`config.mk`:
```
export PLATFORM = sky130hd
export DESIGN_NAME = dma_xfer_count_ctl
export DESIGN_NICKNAME = d
export VERILOG_FILES = /design/src/rtl/dxc_pkg.sv /design/src/rtl/dxc_count_unit.sv /design/src/rtl/dxc_chan_ctrl.sv /design/src/rtl/dxc_ptr_reg.sv /design/src/rtl/dma_xfer_count_ctl.sv
export SDC_FILE = /design/constraint.sdc
export NUM_CORES = 1
export LEC_CHECK = 0
export BUFFER_PORTS_ARGS = -buffer_cell sky130_fd_sc_hd__buf_4
export CAP_MARGIN = 20
export CORE_MARGIN = 2
export CORE_UTILIZATION = 50
export CTS_CLUSTER_SIZE = 14
export DETAILED_ROUTE_END_ITERATION = 10
export GPL_ROUTABILITY_DRIVEN = 0
export HOLD_SLACK_MARGIN = 0.03
export PLACE_DENSITY = 0.79
export SYNTH_ARGS = -nofsm -noshare
export SYNTH_HDL_FRONTEND = slang
export SYNTH_HIERARCHICAL = 1
export SYNTH_SLANG_ARGS = --single-unit
```
`constraint.sdc`:
```
create_clock -name clk -period 4.28 [get_ports clk]
set_clock_uncertainty 0.2 [all_clocks]
set_input_delay 0.428 -clock clk [delete_from_list [all_inputs] [get_ports clk]]
set_output_delay 0.428 -clock clk [all_outputs]
set_load 0.02 [all_outputs]
```
`src/rtl/dxc_pkg.sv`:
```
package dxc_pkg;

  typedef enum logic {
    CH_IDLE = 1'b0,
    CH_RUN  = 1'b1
  } chan_st_e;

endpackage

```
`src/rtl/dxc_count_unit.sv`:
```
module dxc_count_unit #(
  parameter int CNT_W  = 24,
  parameter int REG_W  = 32,
  parameter int BEAT_W = 4
) (
  input  logic              clk,
  input  logic              rst_n,
  input  logic              load_i,
  input  logic [REG_W-1:0]  load_val_i,
  input  logic              take_i,
  input  logic [BEAT_W-1:0] take_bytes_i,
  output logic [CNT_W:0]    cnt_o,
  output logic              zero_evt_o
);

  localparam int              FULL_W = CNT_W + 1;
  localparam logic [REG_W-1:0] LIMIT  = REG_W'(1) << CNT_W;

  logic [FULL_W-1:0] cnt_q;
  logic [FULL_W-1:0] cnt_d;
  logic              cnt_en;
  logic [FULL_W-1:0] clamped;
  logic [FULL_W-1:0] bytes_ext;

  // Oversized descriptor counts are limited without any error flag.
  assign clamped   = (load_val_i > LIMIT) ? LIMIT[FULL_W-1:0] : load_val_i[FULL_W-1:0];
  assign bytes_ext = FULL_W'(take_bytes_i);

  always_comb begin
    cnt_en     = 1'b0;
    cnt_d      = cnt_q;
    zero_evt_o = 1'b0;
    if (load_i) begin
      cnt_en     = 1'b1;
      cnt_d      = clamped;
      zero_evt_o = (clamped == '0);
    end else if (take_i) begin
      cnt_en = 1'b1;
      if (bytes_ext >= cnt_q) begin
        cnt_d      = '0;
        zero_evt_o = 1'b1;
      end else begin
        cnt_d = cnt_q - bytes_ext;
      end
    end
  end

  always_ff @(posedge clk or negedge rst_n) begin
    if (!rst_n) begin
      cnt_q <= '0;
    end else if (cnt_en) begin
      cnt_q <= cnt_d;
    end
  end

  assign cnt_o = cnt_q;

  // a load never leaves more than the full-scale count
  p_clamp_r2: assert property (@(posedge clk) disable iff (!rst_n)
    load_i |=> (cnt_q <= LIMIT[FULL_W-1:0]));

  // an oversized beat stops the count at zero
  p_floor_r4: assert property (@(posedge clk) disable iff (!rst_n)
    (take_i && !load_i && (bytes_ext >= cnt_q)) |=> (cnt_q == '0));

  // with no load and no accepted beat the count holds
  p_hold_r4: assert property (@(posedge clk) disable iff (!rst_n)
    (!load_i && !take_i) |=> $stable(cnt_q));

endmodule

```
`src/rtl/dxc_chan_ctrl.sv`:
```
module dxc_chan_ctrl
  import dxc_pkg::*;
(
  input  logic clk,
  input  logic rst_n,
  input  logic load_i,
  input  logic start_i,
  input  logic beat_i,
  input  logic zero_evt_i,
  input  logic cnt_nz_i,
  input  logic irq_en_i,
  input  logic irq_clr_i,
  output logic take_o,
  output logic active_o,
  output logic req_o,
  output logic done_o,
  output logic irq_o
);

  chan_st_e st_q, st_d;
  logic     done_q, done_d;
  logic     irq_q, irq_d;

  always_comb begin
    st_d = st_q;
    if (load_i && start_i) begin
      st_d = CH_RUN;
    end else if (done_q) begin
      st_d = CH_IDLE;
    end
  end

  always_comb begin
    done_d = zero_evt_i;
    irq_d  = (zero_evt_i && irq_en_i) || (irq_q && !irq_clr_i);
  end

  always_ff @(posedge clk or negedge rst_n) begin
    if (!rst_n) begin
      st_q   <= CH_IDLE;
      done_q <= 1'b0;
      irq_q  <= 1'b0;
    end else begin
      st_q   <= st_d;
      done_q <= done_d;
      irq_q  <= irq_d;
    end
  end

  assign active_o = (st_q == CH_RUN);
  assign take_o   = beat_i && active_o && cnt_nz_i;
  assign req_o    = active_o && cnt_nz_i;
  assign done_o   = done_q;
  assign irq_o    = irq_q;

  // completion is a single-cycle pulse unless a new load re-triggers it
  p_pulse_r5: assert property (@(posedge clk) disable iff (!rst_n)
    (done_o && !load_i) |=> !done_o);

  // completion drops Active on the next edge
  p_drop_r6: assert property (@(posedge clk) disable iff (!rst_n)
    (done_o && !(load_i && start_i)) |=> !active_o);

  // a started load makes the channel active
  p_start_r3: assert property (@(posedge clk) disable iff (!rst_n)
    (load_i && start_i) |=> active_o);

  // the pending flag survives until cleared
  p_sticky_r8: assert property (@(posedge clk) disable iff (!rst_n)
    (irq_o && !irq_clr_i) |=> irq_o);

  // an enabled completion always raises the flag
  p_set_r8: assert property (@(posedge clk) disable iff (!rst_n)
    (zero_evt_i && irq_en_i) |=> irq_o);

endmodule

```
`src/rtl/dxc_ptr_reg.sv`:
```
module dxc_ptr_reg #(
  parameter int REG_W = 32
) (
  input  logic             clk,
  input  logic             rst_n,
  input  logic             wr_i,
  input  logic             lock_i,
  input  logic [REG_W-1:0] wdata_i,
  output logic [REG_W-1:0] q_o
);

  logic [REG_W-1:0] q_r;
  logic             wr_en;

  assign wr_en = wr_i && !lock_i;

  always_ff @(posedge clk or negedge rst_n) begin
    if (!rst_n) begin
      q_r <= '0;
    end else if (wr_en) begin
      q_r <= wdata_i;
    end
  end

  assign q_o = q_r;

  // writes while locked leave the pointer untouched
  p_lock_r9: assert property (@(posedge clk) disable iff (!rst_n)
    (wr_i && lock_i) |=> $stable(q_o));

  // unlocked writes land
  p_write_r9: assert property (@(posedge clk) disable iff (!rst_n)
    (wr_i && !lock_i) |=> (q_o == $past(wdata_i)));

endmodule

```
`src/rtl/dma_xfer_count_ctl.sv`:
```
module dma_xfer_count_ctl #(
  parameter int CNT_W  = 24,
  parameter int REG_W  = 32,
  parameter int BEAT_W = 4
) (
  input  logic              clk,
  input  logic              rst_n,
  input  logic              desc_load,
  input  logic [REG_W-1:0]  desc_count,
  input  logic              chan_start,
  input  logic              beat_ack,
  input  logic [BEAT_W-1:0] beat_bytes,
  input  logic              irq_en,
  input  logic              irq_clr,
  input  logic              ptr_wr,
  input  logic [REG_W-1:0]  ptr_wdata,
  output logic [REG_W-1:0]  count_rd,
  output logic [REG_W-1:0]  ptr_rd,
  output logic              chan_active,
  output logic              req_cycles,
  output logic              done,
  output logic              irq_pend
);

  localparam int PAD_W = REG_W - CNT_W;

  logic [CNT_W:0] cnt;
  logic           zero_evt;
  logic           take;
  logic           cnt_nz;

  assign cnt_nz = (cnt != '0);

  dxc_count_unit #(
    .CNT_W (CNT_W),
    .REG_W (REG_W),
    .BEAT_W(BEAT_W)
  ) u_count (
    .clk         (clk),
    .rst_n       (rst_n),
    .load_i      (desc_load),
    .load_val_i  (desc_count),
    .take_i      (take),
    .take_bytes_i(beat_bytes),
    .cnt_o       (cnt),
    .zero_evt_o  (zero_evt)
  );

  dxc_chan_ctrl u_ctrl (
    .clk       (clk),
    .rst_n     (rst_n),
    .load_i    (desc_load),
    .start_i   (chan_start),
    .beat_i    (beat_ack),
    .zero_evt_i(zero_evt),
    .cnt_nz_i  (cnt_nz),
    .irq_en_i  (irq_en),
    .irq_clr_i (irq_clr),
    .take_o    (take),
    .active_o  (chan_active),
    .req_o     (req_cycles),
    .done_o    (done),
    .irq_o     (irq_pend)
  );

  dxc_ptr_reg #(
    .REG_W(REG_W)
  ) u_ptr (
    .clk    (clk),
    .rst_n  (rst_n),
    .wr_i   (ptr_wr),
    .lock_i (chan_start || chan_active),
    .wdata_i(ptr_wdata),
    .q_o    (ptr_rd)
  );

  // Reserved upper bits read as zero; the full-scale bit is not visible.
  assign count_rd = {{PAD_W{1'b0}}, cnt[CNT_W-1:0]};

  // an empty count never requests bus cycles
  p_zero_noreq_r7: assert property (@(posedge clk) disable iff (!rst_n)
    (cnt == '0) |-> !req_cycles);

  // done only follows a count that is now zero
  p_done_zero_r5: assert property (@(posedge clk) disable iff (!rst_n)
    done |-> (count_rd == '0) || desc_load || $past(desc_load));

endmodule

```
; ---- Word-level counts from Yosys, hierarchy flattened
; Index checks and enable logic that the tools add are counted.
[totals]
ff_bits = 60
in_bits = 76
output_inout_bits = 68
[classes]
n_addsub = 1
magnitude_cmp = 2
n_mux = 11
n_reduce_logical = 16
[ops]
columns = operator, n
row1 = $mux 25, 4
row2 = $gt 32x25->1 const B, 1
row3 = $ge 4x25->1, 1
row4 = $logic_not 25->1, 1
row5 = $reduce_bool 25->1, 1
row6 = $sub 25x4->25, 1
row7 = $logic_and 1x1->1, 7
row8 = $mux 1, 7
row9 = $reduce_bool 2->1, 2
row10 = $logic_not 1->1, 2
row11 = $logic_or 1x1->1, 2
row12 = $reduce_and 2->1, 1

; ---- Longest topological paths before layout
; Gate-level depths: netlist (run 1).
[depth]
depth_word = 6
ltp_mapped = 10

; ---- Cells and area by module
; The synthesis (run 1) kept the hierarchy.
[modules_own_cells]
columns = module, n_inst, cells_each, area_per_inst_um2, seq_area_each_um2
row1 = dxc_count_unit, 1, 241, 2033.2, 625.6
row2 = dxc_ptr_reg, 1, 69, 1358.8, 800.8
row3 = dma_xfer_count_ctl, 1, 19, 125.1, 0.0
row4 = dxc_chan_ctrl, 1, 11, 118.9, 75.1

; ---- Worst setup path before layout (run 1)
; Ideal clock, no wire load.
[synth_timing]
path_kind = register -> register
start = register u_count.cnt_q[0] (netlist: u_count/cnt_o[0])
end = register u_count.cnt_q[16] (netlist: u_count/cnt_o[16])
setup_ns = 0.126
arrival_time_ns = 2.397
slack_ns = 1.557
stages_incl_launch_ff = 10
n_path_buf = 0
path_cell_list = dfrtp_1 > inv_1 > ha_1 > inv_1 > fa_1 > a21o_4 > a2111oi_4 > nand4_1 > and3_1 > a221o_1
[synth_between]
elab_chain_len = 5
[synth_lines]
columns = item, line
row1 = from (decl), dxc_count_unit.sv:19  ; logic [FULL_W-1:0] cnt_q;
row2 = from (signal assigned), dxc_count_unit.sv:52  ; cnt_q <= cnt_d;
row3 = branches (longest 5 deep; another with $sub 25x4->25), --
; Several ways; the timed one is not identified. The select of a mux whose other input is x is not followed.
; A chain may end at the register's enable or synchronous reset.

; ---- Worst setup path in the final report (run 1)
[layout_timing]
start = register u_count.cnt_q[1] (netlist: u_count/cnt_o[1])
end = register u_count.cnt_q[9] (netlist: u_count/cnt_o[9])
[layout_between]
elab_chain_len = 5
[layout_lines]
columns = item, line
row1 = $reduce_bool 25->1 *, dma_xfer_count_ctl.sv:32  ; assign cnt_nz = (cnt != '0);
row2 = net cnt_nz, dma_xfer_count_ctl.sv:30  ; logic cnt_nz;
row3 = $logic_and 1x1->1 *, dxc_chan_ctrl.sv:51  ; assign take_o = beat_i && active_o && cnt_nz_i;
row4 = net take, dma_xfer_count_ctl.sv:29  ; logic take;
row5 = $mux 1, dxc_count_unit.sv:37  ; end else if (take_i) begin
row6 = $mux 1, dxc_count_unit.sv:33  ; if (load_i) begin
row7 = $reduce_and 2->1 (no source line) *, --
; The timed path passes the listed nets; every way through them passes the cells marked *. The select of a mux whose other input is x is not followed.

==> results.toml, run 1 <==
[run_status]
outcome = "complete, no violations"

[sta]
hold_violations = 0
slew_violations = 0
max_freq_mhz = 329
rsz0062_at_grt = "false"
post-route-min-period_ns = 3.04
period_share_pct = 71.1
max_slew.worst_pin.slew_ns = 0.963
max-slew-margin-rel_pct = 34.2
fin_tns_setup_ns = 0
hold_slack_ns = 0.0531
report.final.setup_viol = 0

[cells_and_area]
final_nets = 555
layout_common_cells = "buf_4, dfrtp_1, mux2_4, nand3_1, nand2_1"
drive_gt1_share_pct = 42.6
num_antenna_cells = 0
final_common_cell = "buf_4"
final_design_area_no_fill_mm2 = 0.00494
syn2layout_area_growth_pct = 35.9
utilization_pct = 69.2

[logic_synthesis]
yosys.area.top_type_share_pct = 41.3
async_flop_share_pct = 100
synthTopCellsByArea = "dfrtp_1, mux2_4, nand3_1"
yosysSeqAreaShare_pct = 41.3
syn_area_per_cell_um2 = 10.7
ys_types = 68
netlist_instances = 340
synth_area_mm2 = 0.00364
synth-edff-count = 0
yosysTopAreaCell = "dfrtp_1"
ys_warn_count = 6
synth_flop_cell = "dfrtp_1"
yosys_register_bits = 60

[job]
cap_violations = 0

[clocking]
cts_max_path_buffers = 2
clkLatencyLatePin_ns = 0.34
tritoncts = "yes"
cts_htree_levels = 3
postCtsSetupBuffers = 0
numCtsBuffers = 9
clk_pin_slew_ns = 0.07
numClockSinks = 60
cts_root_buf = "clkbuf_8"

[setup_path]
cp-startpoint = "u_count/cnt_o[1]$_DFFE_PN0P_"
reg2reg_to = "u_count/cnt_o[9]$_DFFE_PN0P_"
worstSetupPathType = "reg -> reg"
required_ns = 4.30
critPathCaptureType = "register"
regToRegSetupSlack_ns = 1.24
startpoint_type = "register"
reg2reg_from = "u_count/cnt_o[1]$_DFFE_PN0P_"
worst_ep_arrival_time_ns = 3.06
r2r_cells = 8
worst-path-max-fanout = 17

[detailed_routing]
num_vias = 3540
routed_wl_mm = 11.6
viasPerCell = 6.12
drt_iter0_drc = 372
wl_per_cell_um = 20.0
dr.pass1.iters = 5
antenna_left = 0
drc_errors = 0

[die]
die_area_mm2 = 0.00797
die_x_um = 89.3
initial_core_util_pct = 50.9
die_y_um = 89.3
fp.coreArea_mm2 = 0.00714
rows = 31
io_pins = 144

[pwr]
p_leak_nw = 2.37
powerDensity_mw_per_mm2 = 728
total_power_mw = 3.60
max-vdd-ir-drop_v = 0.000427

[placed_design]
dp_hpwl_mm = 8.31
place_area_mm2 = 0.00466
io_buffers = 135

[global_route]
grt_use_total_pct = 29.0
grt_max_degree = 61
grt_pass1_wl_mm = 17.3
antenna_found_initial = 0
first_global_vias = 3443
grt.overflow.total = 0

[worst_hold_path]
hold_path_end = "u_ctrl/irq_o$_DFF_PN0_"
hold_class = "in -> reg"
min_from = "irq_clr"
holdPathStages = 2
==> worst max path at each step <==
stage	end	slack, ns	cells after the start
global placement	u_count/cnt_o[9]$_DFFE_PN0P_	1.31	8
detailed placement	u_count/cnt_o[9]$_DFFE_PN0P_	1.34	8
CTS	u_count/cnt_o[9]$_DFFE_PN0P_	1.32	8
global route	u_count/cnt_o[9]$_DFFE_PN0P_	1.06	8
floorplan	u_count/cnt_o[16]$_DFFE_PN0P_	1.56	9
finish	u_count/cnt_o[9]$_DFFE_PN0P_	1.24	8
==> power breakdown <==
group | internal, mW | switching, mW
sequential | 0.759 | 0.253
clock | 0.463 | 0.239
combinational | 0.820 | 1.06
total | 2.04 | 1.55
==> registers in the layout (all words and copies together) (netlist names) <==
signal	count
u_count/cnt_o	25
u_ctrl/active_o	1
u_ctrl/done_o	1
u_ctrl/irq_o	1
u_ptr/q_o	32
==> what timing repair did <==
| action | CTS | global route |
|---|---|---|
| resized for setup | 0 | 0 |
| hold endpoints to repair | 60 | 0 |
| hold buffers | 1 | 0 |
==> final cells by class <==
cell class	count	area (um^2)
fill	556	2200
sequential	60	1500
clock inverter	6	134
multi-input combinational	246	1910
tap	99	124
timing repair buffer	139	1070
clock buffer	10	138
inverter	18	67.6
==> cells in the mapped netlist (all sizes together), types with 3 or more instances <==
cell    number
o21ai        6
nor2b        5
and3         6
or3          4
nand4b       3
clkbuf       8
buf         15
mux2        32
dfrtp       60
nand3       25
a21oi        6
nor4        16
o211ai       8
and4         4
nor3        13
o311ai       3
inv         17
a221o        8
nand4       17
a211o        3
nand2       18
and2         5
ha           4
nor2        17
a32oi        3
==> critical path, cell delays in order, from the launching register on <==
cell	delay (ns)
dfrtp_1	0.46
nor4_1	0.45
and4_1	0.27
nand4_1	0.11
and3_2	0.38
nor2_1	0.49
a21oi_1	0.09
and3_1	0.22
a311o_1	0.27
==> cells by family (layout without fill, tap and decap cells) <==
logic type	count (synthesis)	in the layout	share of synthesized area, %
XOR/XNOR	1	1	0.241
adder cells (fa/ha/maj)	5	5	1.93
AND/OR/NAND/NOR	143	143	23.0
AO/OA/AOI/OAI	57	57	13.5
multiplexers	32	32	13.0
flip-flops	60	60	41.3
buffers and inverters	41	173	6.88
other	1	8	0.103
==> metal layers <==
layer / up-vias / global-route usage (%) / share of wire (%)
li1: 1567 / - / -
met1: 1654 / 36.3 / 38
met2: 277 / 47.0 / 47
met3: 42 / 7.29 / 12
met4: 0 / 13.6 / 3.4
met5: - / 0 / 0
==> stage by stage <==
step | cells | setup WS (ns)
final | 578 | 1.24
after global routing | 578 | 1.06
after CTS | 578 | 1.32
after detailed placement | 561 | 1.34
after global placement | 560 | 1.31
after floorplan | 347 | 1.56
No activity file was read; power rests on OpenSTA's default activity.
==> run 2, diff against run 1 <==
--- a/config.mk
+++ b/config.mk
@@ -8,12 +8,12 @@
 export BUFFER_PORTS_ARGS = -buffer_cell sky130_fd_sc_hd__buf_4
 export CAP_MARGIN = 20
 export CORE_MARGIN = 2
-export CORE_UTILIZATION = 50
+export CORE_UTILIZATION = 49
 export CTS_CLUSTER_SIZE = 14
 export DETAILED_ROUTE_END_ITERATION = 10
 export GPL_ROUTABILITY_DRIVEN = 0
 export HOLD_SLACK_MARGIN = 0.03
-export PLACE_DENSITY = 0.79
+export PLACE_DENSITY = 0.78
 export SYNTH_ARGS = -nofsm -noshare
 export SYNTH_HDL_FRONTEND = slang
 export SYNTH_HIERARCHICAL = 1
==> constraint.sdc (replaced) <==
create_clock -name clk -period 2.9 [get_ports clk]
set_clock_uncertainty 0.2 [all_clocks]
set_input_delay 0.29 -clock clk [delete_from_list [all_inputs] [get_ports clk]]
set_output_delay 0.29 -clock clk [all_outputs]
set_load 0.02 [all_outputs]
==> results.toml, run 2 (same netlist as run 1, synthesis figures left out) <==
[clocking]
numClockSinks = 60
postCtsSetupBuffers = 0
clkLatencyLatePin_ns = 0.34
cts_max_path_buffers = 2
numCtsBuffers = 9
clk_pin_slew_ns = 0.07
tritoncts = "yes"
cts_htree_levels = 3
cts_root_buf = "clkbuf_8"

[setup_path]
cpMostUsedCell = "inv_1"
required_ns = 2.92
cp_slowest_cell = "a2111oi_4"
crit_buf_inv = 2
worst-path-max-fanout = 5
critPathCaptureType = "register"
startpoint_type = "register"
worstSetupPathType = "reg -> reg"
path_cells = "inv_1 > ha_1 > inv_1 > fa_1 > a21o_4 > a2111oi_4 > nand4_1 > and3_1 > a221o_1"
cpLargestDelayFamily = "compound AO/OA/AOI/OAI gates"
cpPeakStageDelay_ns = 0.46
worst_ep_arrival_time_ns = 2.85

[sta]
max-slew-margin-rel_pct = 49.7
max_freq_mhz = 354
fin_tns_setup_ns = 0
hold_violations = 0
fin_ws_ns = 0.0724
rsz0062_at_grt = "false"
period_share_pct = 97.5
max_slew.worst_pin.slew_ns = 0.754
slew_violations = 0
post-route-min-period_ns = 2.83
report.final.setup_viol = 0

[global_route]
first_global_vias = 3871
grt.overflow.total = 0
grt_use_total_pct = 34.1
antenna_found_initial = 0
grt_pass1_wl_mm = 21.6
grt_max_degree = 61

[detailed_routing]
num_vias = 3878
antenna_left = 0
routed_wl_mm = 13.9
wl_per_cell_um = 21.5
viasPerCell = 5.98
drt_iter0_drc = 393
dr.pass1.iters = 5
drc_errors = 0

[die]
rows = 31
die_area_mm2 = 0.00813
io_pins = 144
initial_core_util_pct = 50.4
die_y_um = 90.1
die_x_um = 90.1
fp.coreArea_mm2 = 0.00721

[placed_design]
post-place-cells = 577
io_buffers = 135
pre_cts_slack_ns = 0.109
dp_hpwl_mm = 8.74

[cells_and_area]
drive_gt1_share_pct = 40.0
largest_reg_flops = 32
final_common_cell = "buf_4"
syn2layout_area_growth_pct = 52.9
utilization_pct = 77.0
final_nets = 626
num_antenna_cells = 0
final_cells = 649
layout_common_cells = "buf_4, dfrtp_1, dlygate4sd3_1, mux2_4, nand3_1"
fillers = 463

[worst_hold_path]
hold_class = "in -> reg"

[pwr]
total_power_mw = 5.39
p_leak_nw = 2.66
max-vdd-ir-drop_v = 0.000816
powerDensity_mw_per_mm2 = 971

[run_status]
outcome = "complete, no violations"

[job]
cap_violations = 0
## run 2: cell count changes in the layout (fill, tap and decap cells not counted)
cell           delta
buf_12            +1
clkinv_4          +2
buf_4            +16
o311ai_1          +1
clkinv_2          +1
dlygate4sd3_1    +55
o311ai_0          -1
buf_16            -1
bufinv_16         -2
inv_6             -1
## run 2: final timing paths
kind | start | end | slack, ns | cells after the start
setup / recovery | u_count/cnt_o[0]$_DFFE_PN0P_ | u_count/cnt_o[16]$_DFFE_PN0P_ | 0.07 | 9
hold / removal | desc_count[8] | u_count/cnt_o[8]$_DFFE_PN0P_ | 0.04 | 2
setup reg to reg | u_count/cnt_o[0]$_DFFE_PN0P_ | u_count/cnt_o[16]$_DFFE_PN0P_ | 0.07 | 9
hold reg to reg | u_ctrl/done_o$_DFF_PN0_ | u_ctrl/active_o$_DFFE_PN0P_ | 0.27 | 1
max in group asynchronous | rst_n | u_count/cnt_o[10]$_DFFE_PN0P_ | 1.65 | 2
min in group asynchronous | rst_n | u_count/cnt_o[7]$_DFFE_PN0P_ | 0.35 | 2
## run 2: power breakdown
| group | switching [mW] | internal [mW] | leakage, nW |
|---|---|---|---|
| sequential | 0.349 | 1.12 | 0.794 |
| clock | 0.361 | 0.507 | 0.116 |
| combinational | 1.69 | 1.37 | 1.75 |
## run 2: worst register-to-register path, cell delays in order, from the launching register on
cell	delay, ns
dfrtp_1	0.42
inv_1	0.08
ha_1	0.19
inv_1	0.07
fa_1	0.41
a21o_4	0.24
a2111oi_4	0.46
nand4_1	0.16
and3_1	0.21
a221o_1	0.26
## run 2: what timing repair did
item	in CTS	in global routing
endpoints found under the hold margin	114	0
setup endpoints to repair	0	6
gates resized for setup	0	1
hold buffers	56	0
## run 2: area by class of cell
cell class	count	area, um^2	area share, %
clock buffers	10	138	2.48
inverters	18	67.6	1.22
flip-flops and latches	60	1500	27.0
clock inverters	6	87.6	1.58
repair buffers	210	1730	31.1
multi-input cells	246	1910	34.4
well taps	99	124	2.23
## run 2: per-stage QoR
stage / instance area (um^2) / hold WS, ns
final: 5560 / 0.0436
after global routing: 5560 / 0.0454
after CTS: 5560 / 0.0312
after detailed placement: 4770 / 0.210
after floorplan: 3660 / -0.206
after global placement: 4770 / 0.209
## run 2: routing by layer
metal | share of wire (%) | track usage (%) | vias up
li1 | - | - | 1695
met1 | 38 | 42.7 | 1836
met2 | 50 | 60.3 | 306
met3 | 10 | 7.38 | 41
met4 | 2.1 | 7.82 | 0
met5 | 0 | 0 | -
